===== src/rtl/ccf_pkg.sv =====
package ccf_pkg;

   typedef enum logic [1:0] {
      CCF_ADD   = 2'b00,
      CCF_SUB   = 2'b01,
      CCF_TEST  = 2'b10,
      CCF_SHIFT = 2'b11
   } ccf_op_e;

   // Per-width sign-column terms produced by one lane
   typedef struct packed {
      logic add_c;
      logic add_v;
      logic sub_c;
      logic sub_v;
      logic neg;
      logic zero;
   } ccf_lane_t;

   // New values for the four arithmetic flags
   typedef struct packed {
      logic n;
      logic z;
      logic v;
      logic c;
   } ccf_nzvc_t;

endpackage


===== src/rtl/ccf_lane.sv =====
module ccf_lane
   import ccf_pkg::*;
#(
   parameter int unsigned W = 8
) (
   input  logic [W-1:0] a,
   input  logic [W-1:0] b,
   input  logic [W-1:0] r,
   output ccf_lane_t    terms
);

   localparam int unsigned MSB = W - 1;

   if (W < 2) begin : g_bad_w
      $error("ccf_lane: W must be at least 2");
   end

   logic [W-1:0] add_cv, add_ov, sub_cv, sub_ov;

   always_comb begin
      add_cv = (a & b) | (b & ~r) | (a & ~r);
      add_ov = (a & b & ~r) | (~a & ~b & r);
      sub_cv = (~a & b) | (b & r) | (~a & r);
      sub_ov = (a & ~b & ~r) | (~a & b & r);
   end

   always_comb begin
      terms.add_c = add_cv[MSB];
      terms.add_v = add_ov[MSB];
      terms.sub_c = sub_cv[MSB];
      terms.sub_v = sub_ov[MSB];
      terms.neg   = r[MSB];
      terms.zero  = ~|r;
   end

endmodule


===== src/rtl/ccf_rules.sv =====
module ccf_rules
   import ccf_pkg::*;
(
   input  ccf_lane_t byte_terms,
   input  ccf_lane_t word_terms,
   input  logic      wide,
   input  ccf_op_e   op,
   input  logic      shift_cout,
   output ccf_nzvc_t nzvc,
   output ccf_nzvc_t upd
);

   ccf_lane_t sel;

   always_comb begin
      sel = wide ? word_terms : byte_terms;
   end

   always_comb begin
      nzvc.n = sel.neg;
      nzvc.z = sel.zero;
      nzvc.v = 1'b0;
      nzvc.c = 1'b0;
      upd    = '{n: 1'b1, z: 1'b1, v: 1'b1, c: 1'b1};
      unique case (op)
         CCF_ADD: begin
            nzvc.c = sel.add_c;
            nzvc.v = sel.add_v;
         end
         CCF_SUB: begin
            nzvc.c = sel.sub_c;
            nzvc.v = sel.sub_v;
         end
         CCF_TEST: begin
            nzvc.v = 1'b0;
            upd.c  = 1'b0;
         end
         CCF_SHIFT: begin
            nzvc.c = shift_cout;
            nzvc.v = sel.neg ^ shift_cout;
         end
         default: begin
            upd = '{n: 1'b0, z: 1'b0, v: 1'b0, c: 1'b0};
         end
      endcase
   end

endmodule


===== src/rtl/ccf_merge.sv =====
module ccf_merge
   import ccf_pkg::*;
#(
   parameter int unsigned FLAG_W = 8,
   parameter int unsigned POS_C  = 0,
   parameter int unsigned POS_V  = 1,
   parameter int unsigned POS_Z  = 2,
   parameter int unsigned POS_N  = 3
) (
   input  logic [FLAG_W-1:0] flags_in,
   input  ccf_nzvc_t         nzvc,
   input  ccf_nzvc_t         upd,
   output logic [FLAG_W-1:0] flags_out
);

   if (POS_C >= FLAG_W || POS_V >= FLAG_W || POS_Z >= FLAG_W || POS_N >= FLAG_W) begin : g_bad_pos
      $error("ccf_merge: flag position outside register");
   end
   if (POS_C == POS_V || POS_C == POS_Z || POS_C == POS_N ||
       POS_V == POS_Z || POS_V == POS_N || POS_Z == POS_N) begin : g_dup_pos
      $error("ccf_merge: flag positions must be distinct");
   end

   logic [FLAG_W-1:0] new_vec;
   logic [FLAG_W-1:0] upd_vec;

   always_comb begin
      new_vec        = '0;
      upd_vec        = '0;
      new_vec[POS_C] = nzvc.c;
      new_vec[POS_V] = nzvc.v;
      new_vec[POS_Z] = nzvc.z;
      new_vec[POS_N] = nzvc.n;
      upd_vec[POS_C] = upd.c;
      upd_vec[POS_V] = upd.v;
      upd_vec[POS_Z] = upd.z;
      upd_vec[POS_N] = upd.n;
   end

   for (genvar i = 0; i < FLAG_W; i++) begin : g_bit
      assign flags_out[i] = upd_vec[i] ? new_vec[i] : flags_in[i];
   end

endmodule


===== src/rtl/ccf_flag_unit.sv =====
module ccf_flag_unit
   import ccf_pkg::*;
#(
   parameter int unsigned WORD_W = 16,
   parameter int unsigned BYTE_W = 8,
   parameter int unsigned FLAG_W = 8,
   parameter int unsigned POS_C  = 0,
   parameter int unsigned POS_V  = 1,
   parameter int unsigned POS_Z  = 2,
   parameter int unsigned POS_N  = 3
) (
   input  logic [WORD_W-1:0] opd_a,
   input  logic [WORD_W-1:0] opd_b,
   input  logic [WORD_W-1:0] res,
   input  logic              shift_cout,
   input  logic [1:0]        op_cls,
   input  logic              wide,
   input  logic [FLAG_W-1:0] flags_in,
   output logic [FLAG_W-1:0] flags_out
);

   localparam int unsigned BMSB = BYTE_W - 1;

   if (BYTE_W >= WORD_W) begin : g_bad_width
      $error("ccf_flag_unit: BYTE_W must be narrower than WORD_W");
   end
   if (FLAG_W < 4) begin : g_bad_flags
      $error("ccf_flag_unit: FLAG_W must hold four flags");
   end

   ccf_lane_t byte_terms, word_terms;
   ccf_nzvc_t nzvc, upd;
   ccf_op_e   op;

   always_comb op = ccf_op_e'(op_cls);

   ccf_lane #(.W(BYTE_W)) u_lane_byte (
      .a     (opd_a[BMSB:0]),
      .b     (opd_b[BMSB:0]),
      .r     (res[BMSB:0]),
      .terms (byte_terms)
   );

   ccf_lane #(.W(WORD_W)) u_lane_word (
      .a     (opd_a),
      .b     (opd_b),
      .r     (res),
      .terms (word_terms)
   );

   ccf_rules u_rules (
      .byte_terms (byte_terms),
      .word_terms (word_terms),
      .wide       (wide),
      .op         (op),
      .shift_cout (shift_cout),
      .nzvc       (nzvc),
      .upd        (upd)
   );

   ccf_merge #(
      .FLAG_W (FLAG_W),
      .POS_C  (POS_C),
      .POS_V  (POS_V),
      .POS_Z  (POS_Z),
      .POS_N  (POS_N)
   ) u_merge (
      .flags_in  (flags_in),
      .nzvc      (nzvc),
      .upd       (upd),
      .flags_out (flags_out)
   );

endmodule


===== config.mk =====
export PLATFORM = sky130hd
export DESIGN_NAME = ccf_flag_unit
export DESIGN_NICKNAME = d
export VERILOG_FILES = /design/src/rtl/ccf_pkg.sv /design/src/rtl/ccf_lane.sv /design/src/rtl/ccf_rules.sv /design/src/rtl/ccf_merge.sv /design/src/rtl/ccf_flag_unit.sv
export SDC_FILE = /design/constraint.sdc
export NUM_CORES = 1
export LEC_CHECK = 0
export ABC_AREA = 1
export ABC_CLOCK_PERIOD_IN_PS = 1500
export CAP_MARGIN = 0
export CORE_AREA = 5 5 42 44
export DETAILED_ROUTE_END_ITERATION = 12
export DIE_AREA = 0 0 47 49
export DONT_BUFFER_PORTS = 1
export GPL_TIMING_DRIVEN = 1
export MAX_ROUTING_LAYER = met4
export PLACE_DENSITY = 0.64
export SLEW_MARGIN = 20
export SYNTH_ARGS = -nofsm -noshare
export SYNTH_HDL_FRONTEND = slang
export SYNTH_HIERARCHICAL = 1
export SYNTH_SLANG_ARGS = --single-unit

===== constraint.sdc =====
create_clock -name vclk -period 1.5
set_clock_uncertainty 0.1 [all_clocks]
set_input_delay 0.3 -clock vclk [all_inputs]
set_output_delay 0.3 -clock vclk [all_outputs]
set_load 0.03 [all_outputs]

==> flow_summary.json <==
{
  "status": "completed",
  "design.seq.count": 0,
  "nets": 182,
  "syn-mean-instance-area_um2": 4.66,
  "grt.overflow.total": 0,
  "cp_cell_sequence": "inv_12, nor2_4, nor2_2, a21oi_1, inv_1, nand2_1, nand3_2, nand2_1, inv_1, nand2_1, nand2_2, nand2_4",
  "synth-xor-area-share": 0,
  "layout_min_cycle_time_ns": 1.50,
  "powerDensity_nw_per_um2": 227,
  "synth.distinct_cells": 18,
  "finalHoldViolations": 0,
  "syn-instance-count": 128,
  "instances_no_fill": 136,
  "ios": 68,
  "coreArea_um2": 1400,
  "max_stage_delay_ns": 0.12,
  "firstDrtPassIters": 4,
  "viasPerCell": 4.44,
  "fin_ws_ns": 0.00136,
  "postRouteAntennaNets": 0,
  "antenna_cells": 0,
  "regArea_um2": 0,
  "dp_slack_ns": -0.0861,
  "grt.met3_usage": 0.0185,
  "yosysSeqAreaShare": 0,
  "synthMuxAreaShare": 0,
  "drv_slew": 0,
  "die_h_um": 49,
  "die_x_um": 47,
  "synth_top_family_by_area": "simple AND/OR/NAND/NOR gates",
  "hold_buffers": 0,
  "fin_crit_sh": 0.999,
  "port_buffers": 0,
  "crit_path_frequent_cell": "nand2_1",
  "grt_start_max_net_pins": 11,
  "grt.busiest_layer": "met2",
  "gp_congestion": 0.684,
  "grt_antenna_before_repair": 0,
  "yosys_warnings": 6,
  "vias": 604,
  "use_met2": 0.167,
  "endpoint": "flags_out[1]",
  "hp-class": "in -> out",
  "worstPathMaxFanout": 3,
  "nClkBuffers": 0,
  "end_kind": "primary output",
  "dieArea_um2": 2300,
  "grt_pass1_vias": 498,
  "startpoint": "opd_a[15]",
  "cp.required_ns": 1.10,
  "dpl.hpwl_um": 1050,
  "initial_core_util": 0.426,
  "syn_area_um2": 597,
  "critPathArrivalTime_ns": 1.10,
  "dr.first_iter.drc_count": 13,
  "synth_compound_gate_area_share": 0.0587,
  "grt_pass1_wl_um": 1860,
  "met1_usage": 0.126,
  "routed_wl_um": 1170,
  "synthSimpleGateAreaFrac": 0.581,
  "max_freq_ghz": 0.667,
  "setup_viol_count_final": 0,
  "slowest_stage": "a21oi_1",
  "cts_setup_buffers": 0,
  "ir_drop_uv": 69.4,
  "max_cap_violations": 0,
  "p_leak_nw": 0.394,
  "power.total_mw": 0.133,
  "rsz0062_at_grt": "true",
  "critPathKind": "in -> out",
  "setup.worst_path.start_class": "primary input",
  "layout-drive-gt1-share": 0.175,
  "synth_fa_ha_area_frac": 0,
  "placed_cells": 136,
  "drc_errors": 0,
  "wire_per_inst_um": 8.57,
  "area_growth_pct": -1.47,
  "track_usage": 0.0986,
  "placementRows": 14
}
-- where the power goes --
| group | switching [mW] | internal [mW] |
|---|---|---|
| Combinational | 0.0847 | 0.0485 |
| Clock | 0 | 0 |
| Sequential | 0 | 0 |
| Total | 0.0847 | 0.0485 |
-- critical path, delay by kind of cell --
family          cells  cell delay [ns]
compound gates      1             0.12
buf+inv             3             0.12
simple gates        8             0.56
-- worst min-delay path by stage --
stage	cells after the start	endpoint	startpoint	slack (ns)
2_1_floorplan	1	flags_out[4]	flags_in[4]	0.63
3_3_place_gp	0	flags_out[7]	flags_in[7]	0.50
3_5_place_dp	0	flags_out[7]	flags_in[7]	0.50
4_1_cts	0	flags_out[7]	flags_in[7]	0.50
5_1_grt	0	flags_out[5]	flags_in[5]	0.50
6_report	0	flags_out[5]	flags_in[5]	0.50
-- routing by layer --
layer,vias to the layer above,share of wire
li1,340,-
met1,238,0.40
met2,26,0.46
met3,0,0.13
met4,0,0
met5,-,0
-- final cells by class --
type | count | area (um^2)
fill | 177 | 813
multi-input combinational | 86 | 423
inverter | 34 | 145
tap | 16 | 20.0
-- synth_stat cells --
| master | number | area share |
|---|---|---|
| a21oi_1 | 3 | 0.025 |
| and2_0 | 1 | 0.010 |
| buf_4 | 9 | 0.11 |
| buf_6 | 1 | 0.019 |
| clkinv_1 | 1 | 0.0063 |
| conb_1 | 1 | 0.0063 |
| inv_1 | 30 | 0.19 |
| inv_2 | 2 | 0.013 |
| inv_6 | 1 | 0.015 |
| nand2_1 | 46 | 0.29 |
| nand2_2 | 3 | 0.031 |
| nand2_4 | 1 | 0.019 |
| nand3_1 | 6 | 0.050 |
| nand3_2 | 4 | 0.067 |
| nor2_1 | 13 | 0.082 |
| nor2_2 | 3 | 0.031 |
| o211ai_1 | 2 | 0.025 |
| o21ai_0 | 1 | 0.0084 |
-- logic make-up after synthesis --
family / Yosys count
and+or+nand+nor: 77
AOI/OAI and AO/OA: 6
other: 1
buffers and inverters: 44
-- repair_timing --
item	4_1_cts	5_1_grt
pin swaps	7	7
endpoints found under the setup margin	2	3
resized for setup	9	3
-- metrics by stage --
stage	area (um^2)	TNS, ns	util	hold slack [ns]
after global routing	588	-0.0971	0.420	0.500
after CTS	578	-0.0227	0.413	0.500
after floorplan	609	0	-	0.632
final	588	0	0.420	0.500
after detailed placement	551	-0.113	0.393	0.500
after global placement	551	-0.0592	0.393	0.500
-- cell usage in the layout, fill, tap and decap left out, types with 3 or more instances in the layout --
| cell | Yosys | routed |
|---|---|---|
| a21oi_1 | 3 | 3 |
| conb_1 | 1 | 3 |
| inv_1 | 30 | 29 |
| nand2_1 | 46 | 41 |
| nand2_2 | 3 | 6 |
| nand2_4 | 1 | 3 |
| nand3_1 | 6 | 6 |
| nand3_2 | 4 | 4 |
| nor2_1 | 13 | 12 |
| nor2_2 | 3 | 3 |
Note: power is estimated with default switching activity, not from simulation.
